<file path="config.mk">
export PLATFORM = sky130hd
export DESIGN_NAME = rc_trim_loop
export DESIGN_NICKNAME = d
export VERILOG_FILES = /design/src/rtl/rc_trim_pkg.sv /design/src/rtl/rc_ref_sync.sv /design/src/rtl/rc_window_counter.sv /design/src/rtl/rc_code_stepper.sv /design/src/rtl/rc_mhz_div.sv /design/src/rtl/rc_trim_loop.sv
export SDC_FILE = /design/constraint.sdc
export NUM_CORES = 1
export LEC_CHECK = 0
export BUFFER_PORTS_ARGS = -buffer_cell sky130_fd_sc_hd__buf_2
export CAP_MARGIN = 20
export CELL_PAD_IN_SITES_DETAIL_PLACEMENT = 1
export CELL_PAD_IN_SITES_GLOBAL_PLACEMENT = 1
export CORE_ASPECT_RATIO = 0.75
export CORE_UTILIZATION = 47
export DETAILED_ROUTE_END_ITERATION = 8
export PLACE_DENSITY_LB_ADDON = 0.1
export SYNTH_ARGS = -nofsm -noshare
export SYNTH_HDL_FRONTEND = slang
export SYNTH_SLANG_ARGS = --single-unit
</file>
<file path="constraint.sdc">
create_clock -name rc_clk -period 9 [get_ports rc_clk]
set_input_delay 2.7 -clock rc_clk [delete_from_list [all_inputs] [get_ports rc_clk]]
set_output_delay 2.7 -clock rc_clk [all_outputs]
set_load 0.05 [all_outputs]
</file>
<file path="src/rtl/rc_trim_pkg.sv">
package rc_trim_pkg;

  typedef enum logic [1:0] {
    STEP_HOLD = 2'd0,
    STEP_UP   = 2'd1,
    STEP_DOWN = 2'd2
  } step_e;

  // Direction decision for one captured window.
  function automatic step_e judge(input int cnt, input int tgt, input int hh,
                                  input int hl, input logic flip);
    step_e s;
    s = STEP_HOLD;
    if (cnt > tgt + hh)      s = STEP_DOWN;
    else if (cnt < tgt - hl) s = STEP_UP;
    if (flip) begin
      if (s == STEP_UP)        s = STEP_DOWN;
      else if (s == STEP_DOWN) s = STEP_UP;
    end
    return s;
  endfunction

  // Saturating single step of the code.
  function automatic int apply_step(input int code, input step_e s, input int top);
    if (s == STEP_UP   && code < top) return code + 1;
    if (s == STEP_DOWN && code > 0)   return code - 1;
    return code;
  endfunction

  // Effective divide ratio of the derived clock.
  function automatic int div_len(input logic sel, input int tgt, input int raw);
    if (!sel) return raw;
    return (tgt < 2) ? 2 : tgt;
  endfunction

endpackage

</file>
<file path="src/rtl/rc_ref_sync.sv">
module rc_ref_sync #(
  parameter int STAGES = 2
) (
  input  logic clk,
  input  logic rst_n,
  input  logic ref_in,
  output logic edge_o
);
  logic [STAGES:0] sh;

  always_ff @(posedge clk or negedge rst_n) begin
    if (!rst_n) sh <= '0;
    else        sh <= {sh[STAGES-1:0], ref_in};
  end

  // sh[STAGES-1] is the synchronized level, sh[STAGES] its delayed copy
  assign edge_o = sh[STAGES-1] & ~sh[STAGES];
endmodule

</file>
<file path="src/rtl/rc_window_counter.sv">
module rc_window_counter #(
  parameter int CNT_W = 12
) (
  input  logic             clk,
  input  logic             rst_n,
  input  logic             run,
  input  logic             edge_i,
  output logic [CNT_W-1:0] meas_cnt,
  output logic             meas_vld,
  output logic [CNT_W-1:0] last_cnt
);
  localparam logic [CNT_W-1:0] CNT_MAX = '1;

  logic [CNT_W-1:0] win;
  logic             primed;

  assign meas_cnt = win;
  assign meas_vld = run & edge_i & primed;

  always_ff @(posedge clk or negedge rst_n) begin
    if (!rst_n) begin
      win      <= '0;
      primed   <= 1'b0;
      last_cnt <= '0;
    end else if (!run) begin
      win    <= '0;
      primed <= 1'b0;
    end else if (edge_i) begin
      if (primed) last_cnt <= win;
      primed <= 1'b1;
      win    <= CNT_W'(1);
    end else if (win != CNT_MAX) begin
      win <= win + 1'b1;
    end
  end
endmodule

</file>
<file path="src/rtl/rc_code_stepper.sv">
module rc_code_stepper
  import rc_trim_pkg::*;
#(
  parameter int CODE_W = 8,
  parameter int CNT_W  = 12,
  parameter int HYS_W  = 4
) (
  input  logic              clk,
  input  logic              rst_n,
  input  logic              run,
  input  logic              upd,
  input  logic              flip,
  input  logic [CODE_W-1:0] prog,
  input  logic [CNT_W-1:0]  tgt,
  input  logic [HYS_W-1:0]  hh,
  input  logic [HYS_W-1:0]  hl,
  input  logic              meas_vld,
  input  logic [CNT_W-1:0]  meas_cnt,
  output logic [CODE_W-1:0] calc
);
  localparam int CODE_MAX = (1 << CODE_W) - 1;

  step_e dir;
  always_comb dir = judge(int'(meas_cnt), int'(tgt), int'(hh), int'(hl), flip);

  always_ff @(posedge clk or negedge rst_n) begin
    if (!rst_n)                calc <= '0;
    else if (!run)             calc <= prog;
    else if (meas_vld && upd)  calc <= CODE_W'(apply_step(int'(calc), dir, CODE_MAX));
  end

  AST_STEP_UNIT: assert property (@(posedge clk) disable iff (!rst_n)
    run && $past(run) |-> (calc == $past(calc) || calc == $past(calc) + 1'b1 ||
                           calc == $past(calc) - 1'b1));
  AST_NO_WRAP_HI: assert property (@(posedge clk) disable iff (!rst_n)
    run && $past(run) && ($past(calc) == '1) |-> calc != '0);
  AST_NO_WRAP_LO: assert property (@(posedge clk) disable iff (!rst_n)
    run && $past(run) && ($past(calc) == '0) |-> calc != '1);
  AST_HOLD_NO_UPD: assert property (@(posedge clk) disable iff (!rst_n)
    run && $past(run) && !$past(upd) |-> $stable(calc));
endmodule

</file>
<file path="src/rtl/rc_mhz_div.sv">
module rc_mhz_div
  import rc_trim_pkg::*;
#(
  parameter int CNT_W   = 12,
  parameter int RAW_DIV = 24
) (
  input  logic             clk,
  input  logic             rst_n,
  input  logic             edge_i,
  input  logic             en,
  input  logic             sel,
  input  logic [CNT_W-1:0] tgt,
  input  logic             err_clr,
  output logic             mhz_clk,
  output logic             err
);
  logic [CNT_W-1:0] div_cnt;
  logic             hit;
  logic             seen;
  logic             err_set;
  int               n;

  always_comb n = div_len(sel, int'(tgt), RAW_DIV);

  assign err_set = edge_i & seen & en & ~hit;
  assign mhz_clk = en & (int'(div_cnt) < n / 2);

  always_ff @(posedge clk or negedge rst_n) begin
    if (!rst_n) begin
      div_cnt <= '0;
      hit     <= 1'b0;
      seen    <= 1'b0;
    end else if (edge_i) begin
      div_cnt <= '0;
      hit     <= 1'b0;
      seen    <= 1'b1;
    end else if (int'(div_cnt) >= n - 1) begin
      div_cnt <= '0;
      hit     <= 1'b1;
    end else begin
      div_cnt <= div_cnt + 1'b1;
    end
  end

  always_ff @(posedge clk or negedge rst_n) begin
    if (!rst_n)       err <= 1'b0;
    else if (err_set) err <= 1'b1;
    else if (err_clr) err <= 1'b0;
  end

  AST_ERR_STICKY: assert property (@(posedge clk) disable iff (!rst_n)
    $past(err) && !$past(err_clr) |-> err);
  AST_ERR_AT_EDGE: assert property (@(posedge clk) disable iff (!rst_n)
    $rose(err) |-> $past(edge_i));
endmodule

</file>
<file path="src/rtl/rc_trim_loop.sv">
module rc_trim_loop #(
  parameter int CODE_W      = 8,
  parameter int CNT_W       = 12,
  parameter int HYS_W       = 4,
  parameter int SYNC_STAGES = 2,
  parameter int RAW_DIV     = 24
) (
  input  logic              rc_clk,
  input  logic              rst_n,
  input  logic              ref_clk,
  input  logic              tune_run,
  input  logic              tune_upd,
  input  logic              use_prog,
  input  logic              step_flip,
  input  logic [CODE_W-1:0] prog_code,
  input  logic [HYS_W-1:0]  hyst_hi,
  input  logic [HYS_W-1:0]  hyst_lo,
  input  logic [CNT_W-1:0]  target_cnt,
  input  logic              mhz_en,
  input  logic              mhz_sel,
  input  logic [CNT_W-1:0]  mhz_target,
  input  logic              err_clr,
  output logic [CODE_W-1:0] code_now,
  output logic [CNT_W-1:0]  cnt_last,
  output logic              mhz_clk,
  output logic              mhz_err
);
  logic              win_edge;
  logic              meas_vld;
  logic [CNT_W-1:0]  meas_cnt;
  logic [CODE_W-1:0] calc_code;

  rc_ref_sync #(.STAGES(SYNC_STAGES)) u_sync (
    .clk(rc_clk), .rst_n(rst_n), .ref_in(ref_clk), .edge_o(win_edge)
  );

  rc_window_counter #(.CNT_W(CNT_W)) u_win (
    .clk(rc_clk), .rst_n(rst_n), .run(tune_run), .edge_i(win_edge),
    .meas_cnt(meas_cnt), .meas_vld(meas_vld), .last_cnt(cnt_last)
  );

  rc_code_stepper #(.CODE_W(CODE_W), .CNT_W(CNT_W), .HYS_W(HYS_W)) u_step (
    .clk(rc_clk), .rst_n(rst_n), .run(tune_run), .upd(tune_upd),
    .flip(step_flip), .prog(prog_code), .tgt(target_cnt), .hh(hyst_hi),
    .hl(hyst_lo), .meas_vld(meas_vld), .meas_cnt(meas_cnt), .calc(calc_code)
  );

  rc_mhz_div #(.CNT_W(CNT_W), .RAW_DIV(RAW_DIV)) u_mhz (
    .clk(rc_clk), .rst_n(rst_n), .edge_i(win_edge), .en(mhz_en),
    .sel(mhz_sel), .tgt(mhz_target), .err_clr(err_clr),
    .mhz_clk(mhz_clk), .err(mhz_err)
  );

  assign code_now = use_prog ? prog_code : calc_code;
endmodule

</file>
== After elaboration in Yosys (flattened, before gate mapping) ==
Cells that the tools add are included.
Widths: inputs -> output; s select.
Operators by class
  add/sub/neg operators: 8
  magnitude comparators: 7
  eq/ne operators: 9
  multiplexer cells: 32
  bitwise operators: 10
  reduce and logical (&&, ||, !) cells: 7
Operator list (count)
  $mux 12: 6
  $lt 13x32->1: 2
  $mux 8: 7
  $add 32x1->32: 1
  $ge 13x32->1: 1
  $gt 13x32->1: 1
  $mux 32: 1
  $sub 32x2->32 const B: 1
  $add 12x1->12 const B: 2
  $mux 1: 14
  $add 12x4->13: 1
  $sub 12x4->13: 1
  $lt 12x2->1 const B: 1
  $ne 12x12->1 const B: 1
  $add 8x1->8 const B: 1
  $and 1x1->1: 8
  $gt 8x1->1 const B: 1
  $lt 8x8->1 const B: 1
  $mux 2: 4
  $sub 8x1->8 const B: 1
  $ne 3x1->1 const B: 2
  $eq 2x1->1 const B: 2
  $eq 2x2->1 const B: 2
  $ne 2x1->1 const B: 2
  5 further kinds: 9
Word-level totals
  register bits: 51
  input bits: 50
  output and inout port bits: 22
  logic and storage cells: 82

== Depth between registers and ports, before layout ==
  depth after elaboration: 20
  depth in mapped cells: 21
  mapped depth without buffers: 19

== Cells and area by module ==
A second synthesis with hierarchy kept.
Unflattened totals
  cell total of the unflattened synthesis: 551
  area total of the unflattened synthesis: 5054.8 um2
Modules (own cells, without submodules)
  rc_code_stepper: times used 1, cells each 258, area an instance 2004.4 um2, seq. area each 200.2 um2
  rc_mhz_div: times used 1, cells each 174, area an instance 1654.1 um2, seq. area each 375.4 um2
  rc_window_counter: times used 1, cells each 106, area an instance 1176.1 um2, seq. area each 625.6 um2
  rc_trim_loop: times used 1, cells each 9, area an instance 131.4 um2, seq. area each 0.0 um2
  rc_ref_sync: times used 1, cells each 4, area an instance 88.8 um2, seq. area each 75.1 um2

== Worst setup path after synthesis ==
Ideal clock, no wire load.
  path kind: in2out
  start point: in mhz_target[7]
  end point: out mhz_clk
  arrival: 4869 ps
  required time: 6300 ps
  setup slack: 1431 ps
  cell stages on the path: 9
  buffers on the path: 0
  cells stage by stage: or3_1 > or3_1 > nor4_1 > nand2_1 > nand2b_1 > nand2_1 > o21ai_0 > nand2_1 > a21oi_1
Between the ends
  word-level cells in the longest chain between the ends: 7
RTL lines
  start: declaration: RTL line rc_trim_loop.sv:21  | input logic [CNT_W-1:0] mhz_target,
  $lt 12x2->1: RTL line rc_trim_pkg.sv:33  | return (tgt < 2) ? 2 : tgt;
  $mux 12 (*): RTL line rc_trim_pkg.sv:33
  $mux 32 (*): RTL line rc_trim_pkg.sv:33
  $and 1x1->1 (no source line)
  $add 32x1->32 (no source line) (*)
  $lt 13x32->1 (*): RTL line rc_mhz_div.sv:26  | assign mhz_clk = en & (int'(div_cnt) < n / 2);
  $and 1x1->1 (*): RTL line rc_mhz_div.sv:26
  end: declaration: RTL line rc_trim_loop.sv:25  | output logic mhz_clk,
Every way passes the cells marked *; elsewhere a longest branch is shown, timed or not.

== Final worst setup path ==
Ends and elaborated chain as after synthesis.

==> reports/qor.txt <==
status - completed
Commonest cells post-synth - ha_1, dfrtp_1, nand2_1
fraction of layout instances using a drive strength above 1 - 18.5%
worst stage delay on the critical path - 0.43 ns
Ports - 72
GRT overflow - 0
drt drc - 0
RR Startpoint - u_step.calc[0]
critical path required time - 6.30 ns
most frequent cell after synthesis - ha_1
chip width - 116 um
synthesized netlist cell count - 533
startpoint class of the critical path - primary input
final total power - 0.710 mW
vias in the first global route - 4151
CTS hold repair buffers - 0
Filler Cells Inserted - 1151
Final Cell Area - 5170 um2
post-synth top area share - 27.7%
DP Wirelength - 10.1 mm
final hold slack - 0.363 ns
largest net degree at the start of global routing - 52
Post-Place Setup Slack - 1.39 ns
kind of critical path - in2out
Unique masters post-synth - 58
CTS resizes - 0
Max Transition Viols Final - 0
Antenna Nets Post-Route - 0
PwrDens - 137 nW/um2
ant diodes - 0
Crit. End Element - output pin
Synth area leaders - dfrtp_1, ha_1, mux2_2
Root Driver - clkbuf_16
CTS tree - yes
Starting Density - 49.7%
Leak - 2.55 nW
Total Wirelength - 12.6 mm
Critical Path AT - 4.90 ns
slack of the critical path - 1.40 ns
Hold WC Path Type - reg2reg
Final TNS setup - 0 ns
final core utilization - 55.8%
die area - 10200 um2
Max Root-Sink Buffers - 2
Crit Path Max Fanout - 5
Peak supply drop - 142 uV
WL/cell - 17.6 um
fin crit period - 7.60 ns
gr usage total - 26.0%
GPL Wtd Cong - 0.875
Worst Tran Pin Value - 0.657 ns
global-route wire length before repair - 20.7 mm
RSZ-0062 raised after global routing - no
Port Buffers - 71
Async S/R FF share, synth - 100%
Synthesis Warnings - 0
CP Launch Point - mhz_target[7]
Mapped Area - 4610 um2
syn avg cell area - 8.64 um2
vias - 4166
Worst R2R End - u_step.calc[3]
R2R depth - 9
Placed Area - 5020 um2
Relative slew margins - 55.9%
Top FF cell, synth - dfrtp_1
sequential area share after synthesis - 27.7%
H-tree levels - 2
Max Cap Viol - 0
TritonRoute pass-1 iters - 4
cell taking the most area after synthesis - dfrtp_1
Most Frequent Cell on Critical Path - nand2_1
Worst path slowest cell - or3_1
initial antenna violation count - 0
Total Nets Final - 701
Non-Filler Instances - 718
critical path cell sequence - buf_2 -> or3_1 -> or3_1 -> nor4_1 -> nand2_1 -> nand2b_1 -> nand2_1 -> o21ai_0 -> nand2_1 -> a21oi_1 -> buf_2
clock insertion delay at the later pin of the skew report - 0.30 ns
Core Area - 9270 um2
Num CTS Buffers - 5
Post-Place Cells - 709
row count - 30
# setup viols final - 0
Final Skew - 0.00432 ns
DR iter-0 viols - 167
R2R Setup Slk - 5.77 ns
f_max - 0.132 GHz
vias per cell - 5.80
EDFF count, synth - 0
Die Y - 87.7 um
Reg clk slew, reported paths - 0.07 ns
Final Hold Viols - 0
Synthesized Nets - 645
Clock Sinks - 51
Area Growth Syn to Fin - 12.3%
Synth Register Bits - 51
fin crit share - 84.5%
worst setup path end - mhz_clk
setup bufs post-CTS - 0
==> worst min path at each step <==
stage	start	endpoint	depth (start not counted)
2_1_floorplan	u_sync.sh[0]	u_sync.sh[1]	0
3_3_place_gp	u_sync.sh[0]	u_sync.sh[1]	0
3_5_place_dp	u_sync.sh[0]	u_sync.sh[1]	0
4_1_cts	u_sync.sh[0]	u_sync.sh[1]	0
5_1_grt	u_sync.sh[0]	u_sync.sh[1]	0
6_report	u_sync.sh[0]	u_sync.sh[1]	0
==> final cells by class <==
class	instances	area [um2]	share of cell area [%]
multi-input combinational	429	3110	60.1
sequential	51	1280	24.7
timing repair buffer	73	370	7.16
tap	128	160	3.10
clock buffer	5	125	2.42
inverter	29	109	2.10
clock inverter	3	22.5	0.435
==> sequential cells by signal (all words and copies together) (netlist names) <==
register,cells
u_step.calc,8
u_mhz.err,1
u_win.primed,1
u_mhz.seen,1
u_win.meas_cnt,12
u_sync.sh,3
u_mhz.div_cnt,12
u_win.last_cnt,12
u_mhz.hit,1
==> layout by cell type, fill, tap and decap left out, types with 15 or more instances in the layout <==
master	instances
buf_2	71
ha_1	60
dfrtp_1	51
nand2_1	50
nor2_1	42
a21oi_1	34
inv_1	29
nand3_1	27
xor2_1	22
xnor2_1	21
mux2_2	18
o21ai_0	17
a21o_1	15
==> cells by family (layout without fill, tap and decap cells) <==
family          Yosys count  in the layout  synth area share (%)
compound gates          108            108                  15.8
xor+xnor                 43             43                  8.17
simple gates            196            196                  21.2
fa+ha+maj                62             62                  17.2
buf+inv                  53            110                  4.81
mux                      20             20                  5.11
flops                    51             51                  27.7
==> layer usage <==
| layer | part of all wire [%] | track usage [%] | up-vias | wire (um) |
|---|---|---|---|---|
| met5 | 0 | 0 | - | 0 |
| met4 | 0.40 | 3.38 | 0 | 51 |
| met3 | 3.6 | 3.67 | 6 | 459 |
| met2 | 47 | 44.3 | 81 | 5890 |
| met1 | 49 | 35.9 | 2060 | 6210 |
| li1 | - | - | 2019 | - |
==> critical path, delay by kind of cell <==
kind / cells / cell delay (ns)
buffers and inverters: 2 / 0.37
AO/OA/AOI/OAI: 2 / 0.30
AND/OR/NAND/NOR: 7 / 1.53
==> power breakdown <==
group	internal (mW)	switching, mW
combinational	0.0957	0.137
clock	0.105	0.0925
sequential	0.249	0.0312
No activity file was read; power rests on OpenSTA's default activity.
